==> config.mk <==
export PLATFORM = sky130hd
export DESIGN_NAME = spi_init_seq
export DESIGN_NICKNAME = d
export VERILOG_FILES = /design/src/rtl/spi_init_pkg.sv /design/src/rtl/spi_init_rom.sv /design/src/rtl/spi_init_tick.sv /design/src/rtl/spi_init_seq.sv
export SDC_FILE = /design/constraint.sdc
export NUM_CORES = 1
export LEC_CHECK = 0
export ABC_CLOCK_PERIOD_IN_PS = 4000
export BUFFER_PORTS_ARGS = -buffer_cell sky130_fd_sc_hd__buf_4
export CORE_MARGIN = 4
export CORE_UTILIZATION = 35
export CTS_CLUSTER_DIAMETER = 30
export DETAILED_ROUTE_END_ITERATION = 8
export PLACE_DENSITY_LB_ADDON = 0.1
export SETUP_SLACK_MARGIN = 0.3
export SYNTH_ARGS = -nofsm -noshare
export SYNTH_HDL_FRONTEND = slang
export SYNTH_SLANG_ARGS = --single-unit
==> constraint.sdc <==
create_clock -name clk -period 4 [get_ports clk]
set_clock_uncertainty 0.15 [all_clocks]
set_input_delay 0.4 -clock clk [delete_from_list [all_inputs] [get_ports clk]]
set_output_delay 0.4 -clock clk [all_outputs]
set_load 0.05 [all_outputs]
==> src/rtl/spi_init_pkg.sv <==
package spi_init_pkg;

    localparam int unsigned ADDR_W       = 10;
    localparam int unsigned DATA_W       = 8;
    localparam int unsigned MS_W         = 12;
    localparam int unsigned PROG_LEN     = 14;
    localparam int unsigned PC_W         = $clog2(PROG_LEN);
    localparam int unsigned SCLK_MAX_KHZ = 20000;

    typedef enum logic [2:0] {
        OP_WRITE,
        OP_IDCHK,
        OP_DELAY,
        OP_POLL,
        OP_END
    } op_e;

    typedef enum logic [1:0] {
        ERR_NONE = 2'd0,
        ERR_ID   = 2'd1,
        ERR_CAL  = 2'd2
    } err_e;

    typedef struct packed {
        op_e               op;
        logic [ADDR_W-1:0] addr;
        logic [DATA_W-1:0] data;   // write byte, expected id, or poll mask
        logic [MS_W-1:0]   ms;     // delay length or poll time limit
    } cmd_t;

    function automatic cmd_t mk(op_e op, logic [ADDR_W-1:0] a,
                                logic [DATA_W-1:0] d, logic [MS_W-1:0] ms);
        cmd_t c;
        c.op = op; c.addr = a; c.data = d; c.ms = ms;
        return c;
    endfunction

    // Power-up program; order of entries is behaviour.
    function automatic cmd_t prog_entry(logic [PC_W-1:0] idx);
        case (idx)
            4'd0:    return mk(OP_WRITE, 10'h3DF, 8'h01, 12'd0);
            4'd1:    return mk(OP_IDCHK, 10'h037, 8'h0A, 12'd0);
            4'd2:    return mk(OP_WRITE, 10'h2A6, 8'h0E, 12'd0);
            4'd3:    return mk(OP_WRITE, 10'h2A8, 8'h0E, 12'd0);
            4'd4:    return mk(OP_WRITE, 10'h009, 8'h07, 12'd0);
            4'd5:    return mk(OP_DELAY, 10'h000, 8'h00, 12'd20);
            4'd6:    return mk(OP_WRITE, 10'h043, 8'h29, 12'd0);
            4'd7:    return mk(OP_WRITE, 10'h042, 8'h5C, 12'd0);
            4'd8:    return mk(OP_WRITE, 10'h041, 8'h12, 12'd0);
            4'd9:    return mk(OP_WRITE, 10'h044, 8'h18, 12'd0);
            4'd10:   return mk(OP_WRITE, 10'h03F, 8'h05, 12'd0);
            4'd11:   return mk(OP_WRITE, 10'h03F, 8'h01, 12'd0);
            4'd12:   return mk(OP_POLL,  10'h05E, 8'h80, 12'd2000);
            default: return mk(OP_END,   10'h000, 8'h00, 12'd0);
        endcase
    endfunction

    function automatic int unsigned min_div(int unsigned sys_khz);
        return (sys_khz + SCLK_MAX_KHZ - 1) / SCLK_MAX_KHZ;
    endfunction

endpackage

==> src/rtl/spi_init_rom.sv <==
module spi_init_rom
    import spi_init_pkg::*;
(
    input  logic [PC_W-1:0] pc,
    output cmd_t            cmd
);
    assign cmd = prog_entry(pc);
endmodule

==> src/rtl/spi_init_tick.sv <==
module spi_init_tick #(
    parameter int unsigned TICKS_PER_MS = 100000
) (
    input  logic clk,
    input  logic rst,
    input  logic clr,
    output logic tick
);
    if (TICKS_PER_MS < 2) begin : g_direct
        logic unused_in;
        assign unused_in = clk ^ rst ^ clr;
        assign tick      = 1'b1;
    end else begin : g_count
        localparam int unsigned CW = $clog2(TICKS_PER_MS);
        localparam logic [CW-1:0] LAST = CW'(TICKS_PER_MS - 1);
        logic [CW-1:0] cnt;

        always_ff @(posedge clk) begin
            if (rst || clr)      cnt <= '0;
            else if (cnt == LAST) cnt <= '0;
            else                 cnt <= cnt + 1'b1;
        end

        assign tick = (cnt == LAST);

        AST_TICK_SPACING: assert property (@(posedge clk) disable iff (rst)
            tick |=> !tick);
    end
endmodule

==> src/rtl/spi_init_seq.sv <==
module spi_init_seq
    import spi_init_pkg::*;
#(
    parameter int unsigned SYS_CLK_KHZ  = 100000,
    parameter int unsigned SCLK_DIV     = 2,
    parameter int unsigned TICKS_PER_MS = 100000
) (
    input  logic              clk,
    input  logic              rst,
    input  logic              start,
    output logic              spi_req,
    output logic              spi_rd,
    output logic [ADDR_W-1:0] spi_addr,
    output logic [DATA_W-1:0] spi_wdata,
    input  logic              spi_ack,
    input  logic [DATA_W-1:0] spi_rdata,
    output logic [7:0]        spi_clk_div,
    output logic              busy,
    output logic              done,
    output logic              err,
    output logic [1:0]        err_code
);
    localparam int unsigned MIN_DIV = min_div(SYS_CLK_KHZ);
    localparam int unsigned EFF_DIV = (SCLK_DIV < MIN_DIV) ? MIN_DIV : SCLK_DIV;

    typedef enum logic [1:0] {ST_IDLE, ST_RUN, ST_HALT} state_e;

    state_e          state;
    logic [PC_W-1:0] pc;
    logic [MS_W-1:0] ms_cnt;
    err_e            code_q;
    cmd_t            cmd;
    logic            tick, clr, launch;
    logic            advance, fail, finish, last_ms;
    err_e            fail_code;

    spi_init_rom u_rom (.pc(pc), .cmd(cmd));

    spi_init_tick #(.TICKS_PER_MS(TICKS_PER_MS)) u_tick (
        .clk(clk), .rst(rst), .clr(clr), .tick(tick)
    );

    assign launch  = (state != ST_RUN) && start;
    assign clr     = launch || advance;
    assign last_ms = tick && (ms_cnt == cmd.ms - 12'd1);

    always_comb begin
        advance   = 1'b0;
        fail      = 1'b0;
        finish    = 1'b0;
        fail_code = ERR_NONE;
        if (state == ST_RUN) begin
            unique case (cmd.op)
                OP_WRITE: advance = spi_ack;
                OP_IDCHK: begin
                    if (spi_ack && spi_rdata == cmd.data) advance = 1'b1;
                    else if (spi_ack) begin
                        fail = 1'b1; fail_code = ERR_ID;
                    end
                end
                OP_DELAY: advance = last_ms;
                OP_POLL: begin
                    if (spi_ack && (spi_rdata & cmd.data) != '0) advance = 1'b1;
                    else if (last_ms) begin
                        fail = 1'b1; fail_code = ERR_CAL;
                    end
                end
                default:  finish = 1'b1;
            endcase
        end
    end

    always_ff @(posedge clk) begin
        if (rst) begin
            state  <= ST_IDLE;
            pc     <= '0;
            ms_cnt <= '0;
            code_q <= ERR_NONE;
            done   <= 1'b0;
        end else begin
            done <= 1'b0;
            if (launch) begin
                state  <= ST_RUN;
                pc     <= '0;
                ms_cnt <= '0;
                code_q <= ERR_NONE;
            end else if (state == ST_RUN) begin
                if (finish) begin
                    state <= ST_IDLE;
                    done  <= 1'b1;
                end else if (fail) begin
                    state  <= ST_HALT;
                    code_q <= fail_code;
                end else if (advance) begin
                    pc     <= pc + 1'b1;
                    ms_cnt <= '0;
                end else if (tick) begin
                    ms_cnt <= ms_cnt + 1'b1;
                end
            end
        end
    end

    assign spi_req     = (state == ST_RUN) &&
                         (cmd.op == OP_WRITE || cmd.op == OP_IDCHK || cmd.op == OP_POLL);
    assign spi_rd      = (cmd.op != OP_WRITE);
    assign spi_addr    = cmd.addr;
    assign spi_wdata   = cmd.data;
    assign spi_clk_div = 8'(EFF_DIV);
    assign busy        = (state == ST_RUN);
    assign err         = (code_q != ERR_NONE);
    assign err_code    = code_q;

    AST_REQ_HOLD: assert property (@(posedge clk) disable iff (rst)
        spi_req && !spi_ack |=> (spi_req && $stable(spi_addr) && $stable(spi_rd)) || err);
    AST_DONE_PULSE: assert property (@(posedge clk) disable iff (rst)
        done |=> !done);
    AST_DONE_CLEAN: assert property (@(posedge clk) disable iff (rst)
        done |-> !err && !busy);
    AST_IDLE_QUIET: assert property (@(posedge clk) disable iff (rst)
        !busy |-> !spi_req);
    AST_HALT_QUIET: assert property (@(posedge clk) disable iff (rst)
        err |-> !spi_req && !done);
    AST_FIRST_WRITE: assert property (@(posedge clk) disable iff (rst)
        $rose(busy) |-> spi_req && !spi_rd && spi_addr == 10'h3DF && spi_wdata == 8'h01);
endmodule

======== Yosys cells after proc, flatten, opt, wreduce, memory -nomap -nowiden ========
Memories as Yosys holds them, arrays and structs flattened. A register that Yosys moved wholly into a read port is not among the register bits.
Index checks and enable logic that the tools add are counted.
storage, ports and cells
  flip-flop bits (word level) ............. 38
  memory bits (read-only) ................. 448
  output and inout port bits .............. 33
  memories kept ........................... 1
cells by class
  add/sub/neg operators ................... 4
  eq/ne operators ......................... 8
  multiplexer cells ....................... 26
  bitwise operators ....................... 4
  reductions and logical operators ........ 26
memories
  memory            words  bits a word  rd ports  clocked after Yosys merged registers in  write ports  line                text
  (name not given)  16     28           1         1                                        0            spi_init_pkg.sv:40  case (idx)
operators by type and width
  cell                                                                   number
  12-bit 2-to-1 mux                                                      2
  17-bit by 1-bit adder with 17-bit output, second input constant        1
  17-bit equality test, second input constant                            1
  1-bit 2-to-1 mux                                                       15
  12-bit by 1-bit adder with 12-bit output, second input constant        1
  12-bit equality test                                                   1
  12-bit by 1-bit subtractor with 12-bit output, second input constant   1
  8-bit AND                                                              1
  8-bit equality test                                                    1
  2-bit 2-to-1 mux                                                       4
  4-bit 2-to-1 mux                                                       2
  4-bit AND reduction                                                    2
  2-bit nonzero test                                                     4
  8-bit nonzero test                                                     1
  3-bit by 2-bit equality test with 1-bit output, second input constant  2
  3-bit nonzero test                                                     2
  1-bit logical AND                                                      5
  4-bit by 1-bit adder with 4-bit output, second input constant          1
  1-bit logical OR                                                       4
  1-bit one-hot mux with 4 select lines                                  1
  2-bit one-hot mux with 2 select lines                                  1
  2-bit AND reduction                                                    2
  2-bit OR reduction                                                     2
  4-bit OR reduction                                                     1
  8 further kinds                                                        10

======== Longest topological paths before layout ========
  depth in word-level cells ............... 11
  mapped depth ............................ 16
  depth with buffers taken out ............ 15

======== By module ========
From an unflattened synthesis, not the netlist that was laid out.
unflattened totals
  cells, all modules ...................... 396
  area total of the unflattened synthesis .. 3240.6 µm²
modules (own cells, without submodules)
  module         instances  cells each  area each (µm²)
  spi_init_seq   1          236         1869.3
  spi_init_tick  1          87          863.3
  spi_init_rom   1          73          508.0

======== Worst setup path after synthesis ========
OpenSTA, ideal clock, no wires.
  path kind ............................... input-to-reg
  from .................................... input port spi_rdata[5]
  to ...................................... register u_rom.cmd[21] (netlist name)
  arrival ................................. 3017 ps
  required time ........................... 3717 ps
  setup slack ............................. 700 ps
  stages .................................. 12
  buffers on the path ..................... 0
  cell sequence ........................... ha_1 -> or4_1 -> o21ai_1 -> a41oi_1 -> o22ai_2 -> mux2i_1 -> inv_1 -> ha_1 -> inv_1 -> nor2_1 -> nand2_1 -> o221ai_1
between the ends
  word-level cells in the longest chain between the ends .. 10
  elaborated cells on any way between the ends .. 17
ends and longest elaborated chain
  item                                         line                text
  start, declared                              spi_init_seq.sv:16  input logic [DATA_W-1:0] spi_rdata,
  8-bit AND                                    spi_init_seq.sv:63  if (spi_ack && (spi_rdata & cmd.data) != '0) advance = 1'b1;
  8-bit nonzero test                           spi_init_seq.sv:63
  1-bit logical AND                            spi_init_seq.sv:63
  1-bit 2-to-1 mux                             spi_init_seq.sv:63
  1-bit one-hot mux with 2 select lines        spi_init_seq.sv:53  unique case (cmd.op)
  1-bit 2-to-1 mux                             spi_init_seq.sv:52  if (state == ST_RUN) begin
  1-bit NOT (no line)                          -
  4-bit AND reduction (no line) (*)            -
  4-bit 2-to-1 mux (no line) (*) (2 in a row)  -
Mark *: on every way between the ends. The rest lies on a longest branch, timed or not.
A chain may end at the register's enable or synchronous reset.

======== Worst setup path after layout ========
  from .................................... register u_rom.cmd[17] (netlist name)
  to ...................................... register u_rom.cmd[22] (netlist name)
between the ends
  word-level cells in the longest chain between the ends .. 10
  elaborated cells on any way between the ends .. 17
ends and longest elaborated chain
  item                                         line
  8-bit AND                                    spi_init_seq.sv:63
  8-bit nonzero test                           spi_init_seq.sv:63
  1-bit logical AND                            spi_init_seq.sv:63
  1-bit 2-to-1 mux                             spi_init_seq.sv:63
  1-bit one-hot mux with 2 select lines        spi_init_seq.sv:53
  1-bit 2-to-1 mux                             spi_init_seq.sv:52
  1-bit NOT (no line)                          -
  4-bit AND reduction (no line) (*)            -
  4-bit 2-to-1 mux (no line) (*) (2 in a row)  -
Marks and branches as above.

==> reports/metrics.cfg <==
[logic_synthesis]
synthCells = 362
synth.avg_cell_area_sq_um = 8.59
synth_largest_area_cell = dfxtp_1
yosys-top-cells-area = dfxtp_1 (38%), ha_1 (7.6%), buf_4 (6.5%), nor2_1 (5.8%), xnor2_1 (5.6%)
synth_top_area_share_pct = 38.0
synth_area_sq_um = 3110
synth_ff_type = dfxtp_1
synth_seq_cells = 59
ys_seq_area_share_pct = 38.0
synth_commonest_cells = dfxtp_1 (59), nor2_1 (48), buf_4 (27)
async_flop_share_pct = 0
ys_types = 57
yosysWarnings = 0
synth.most_common_cell = dfxtp_1
synth_edf_count = 0

[clock_network]
clkSlewWorstSetupHoldPaths_ns = 0.08
cts_tree = yes
clk_latency_ns = 0.34
numClockSinks = 59
clockBufferDepth = 2
cts_root_buf = clkbuf_8
cts_inserted_buffers = 9
h-tree-depth = 3

[setup_path]
cpLargestDelayFamily = compound AO/OA/AOI/OAI gates
ff2ff_path_depth = 12
start_kind = flop
worstPathRequired_ns = 4.07
slowest_stage = or4_1
worstPathArrival_ns = 3.52
cp_num_buf_inv = 2
worstReg2RegStart = u_rom.cmd[17]$_SDFF_PP0_
cp.depth = 12
startpoint = u_rom.cmd[17]$_SDFF_PP0_
crit_chain = ha_1 -> or4_1 -> o21ai_1 -> a41oi_2 -> o22ai_4 -> mux2i_2 -> inv_1 -> ha_1 -> inv_1 -> nor2_1 -> o21ai_0 -> o21ai_0
slowest_delay_ns = 0.57
crit_fanout = 8
critPathCaptureType = flop
critical_path_class = reg -> reg

[placed_design]
routabilityCongestion = 0.860
numPortBuffers = 36
hpwl_mm = 4.94
place_ws_ns = 0.320

[floorplanning]
start_util_pct = 35.8
die_h_um = 102
io_pins = 45
die_area_sq_um = 10500
die_width_um = 102
core_area_sq_um = 8680
row_count = 34

[global_route]
grt_max_degree = 18
grt_pass1_vias = 2366
grt_overflow = 0
grt_pass1_wl_mm = 11.2
antenna_found_initial = 0
grt_use_total_pct = 13.7

[cells_and_area]
drive_gt1_share_pct = 18.8
fillCellCount = 920
diodes = 0
regArea_sq_um = 1180
syn_to_final_growth_pct = 15.0
fin_nets = 415
multi_input_area_sq_um = 1650

[flow_run]
max_cap_viol_count = 0

[drt]
via_per_inst = 4.85
ant_nets = 0
drc = 0
routedWlPerCell_um = 13.3
first_pass_iters = 4
wirelength_mm = 6.63
vias = 2412
drtIter0Drc = 39

[power]
intPower_mw = 1.00
power_frac_clock_pct = 46.3
power_switching_uw = 337
p_leak_nw = 1.42
power_density_nw_per_um2 = 375
seq_power_share_pct = 44.9
ir_drop_mv = 0.127
switching_share_pct = 25.2
combinationalPowerShare_pct = 8.8

[min_path]
hp-start = rst
hold_path.class = in -> reg
holdPathStages = 2

[sta]
rsz0062_at_grt = false
max_freq_ghz = 0.290
finalWorstSetupSlack_ns = 0.549
maxSlewHeadroom_pct = 60.8
worst_pin_slew_ns = 0.589
period_share_pct = 86.3
finalHoldViolations = 0
period_needed_ns = 3.45
fin_tns_setup_ns = 0
maxSlewViolCount = 0
final-setup-viol-count = 0

[run_status]
status = completed

-- worst reg2reg max path, stage by stage (launching register included) --
cell,delay [ns]
dfxtp_1,0.33
ha_1,0.30
or4_1,0.57
o21ai_1,0.20
a41oi_2,0.22
o22ai_4,0.34
mux2i_2,0.30
inv_1,0.14
ha_1,0.28
inv_1,0.14
nor2_1,0.07
o21ai_0,0.18
o21ai_0,0.12
-- layout make-up --
cell class	count	area share [%]
clock buffer	11	3.95
timing repair buffer	40	8.40
tap	108	3.78
sequential	59	33.1
clock inverter	5	2.38
inverter	21	2.24
multi-input combinational	253	46.2
-- per-stage QoR --
step	hold slack (ns)	util [%]	instance area (sq um)	power (mW)	instances
finish	0.112	41.2	3580	1.34	497
global route	0.0969	41.2	3580	1.40	497
CTS	0.0915	40.8	3540	1.36	496
detailed placement	0.304	38.2	3320	0.731	480
global placement	0.296	38.2	3320	0.732	480
floorplan	0.280	-	3130	0.711	368
-- power by group through the flow --
stage | registers (mW) | clock network [mW] | logic [mW]
after floorplan | 0.614 | 0 | 0.0972
after global placement | 0.616 | 0 | 0.116
after detailed placement | 0.616 | 0 | 0.115
after CTS | 0.602 | 0.644 | 0.116
after global routing | 0.603 | 0.669 | 0.128
final | 0.602 | 0.620 | 0.118
-- registers in the layout, indices dropped and copies added, names as in the netlist --
name                flops
pc                      4
done                    1
err_code                2
u_rom.cmd              21
ms_cnt                 12
state                   2
u_tick.g_count.cnt     17
-- kinds of logic (layout without fill, tap and decap cells) --
kind of cell | Yosys count | after routing | synth area share [%]
AOI/OAI and AO/OA | 41 | 41 | 9.05
xor gates and xnor gates | 28 | 28 | 7.88
adders and majority gates | 19 | 19 | 7.64
buffers and inverters | 56 | 77 | 10.4
DFF | 59 | 59 | 38.0
muxes | 4 | 4 | 1.29
other | 2 | 8 | 0.241
and+or+nand+nor | 153 | 153 | 25.5
-- layout by cell type, fill, tap and decap left out, types with 2 or more instances in the layout --
cell	Yosys	routed
xnor2_1	20	20
inv_2	2	2
inv_1	18	18
nand2b_1	5	4
o211ai_1	3	3
dfxtp_1	59	57
conb_1	2	8
a21oi_1	10	10
clkbuf_8	0	10
nand4b_1	2	2
nand2_1	25	25
bufinv_16	0	2
nor2_1	48	48
or2_2	2	2
nor3_1	9	9
mux2i_1	4	3
and3b_1	2	2
xor2_1	8	8
nor4_1	9	9
o22ai_1	5	5
buf_4	27	40
nand4_1	7	7
and3_1	6	6
or3_1	4	4
nor3b_1	2	2
o21ai_0	5	5
and2_1	6	6
o21ba_2	2	2
nand3_1	13	13
or4_1	3	3
dfxtp_2	0	2
a21o_1	3	3
ha_1	19	19
-- worst paths after layout --
kind	end	slack, ns
max	u_rom.cmd[22]$_DFF_P_	0.55
min	state[0]$_SDFFE_PP0P_	0.11
max reg2reg	u_rom.cmd[22]$_DFF_P_	0.55
min reg2reg	u_tick.g_count.cnt[0]$_SDFF_PP0_	0.31
-- timing repair --
action,4_1_cts,5_1_grt
endpoints found under the hold margin,0,0
setup buffers,0,1
setup endpoints to repair,0,11
resized for setup,0,6
hold buffers,0,0
-- routing by layer --
| layer | track usage (%) | share of wire (%) |
|---|---|---|
| met5 | 0 | 0 |
| met4 | 5.05 | 0.98 |
| met3 | 4.37 | 3.5 |
| met2 | 21.9 | 49 |
| met1 | 17.3 | 46 |
(Power assumes the default switching activity.)
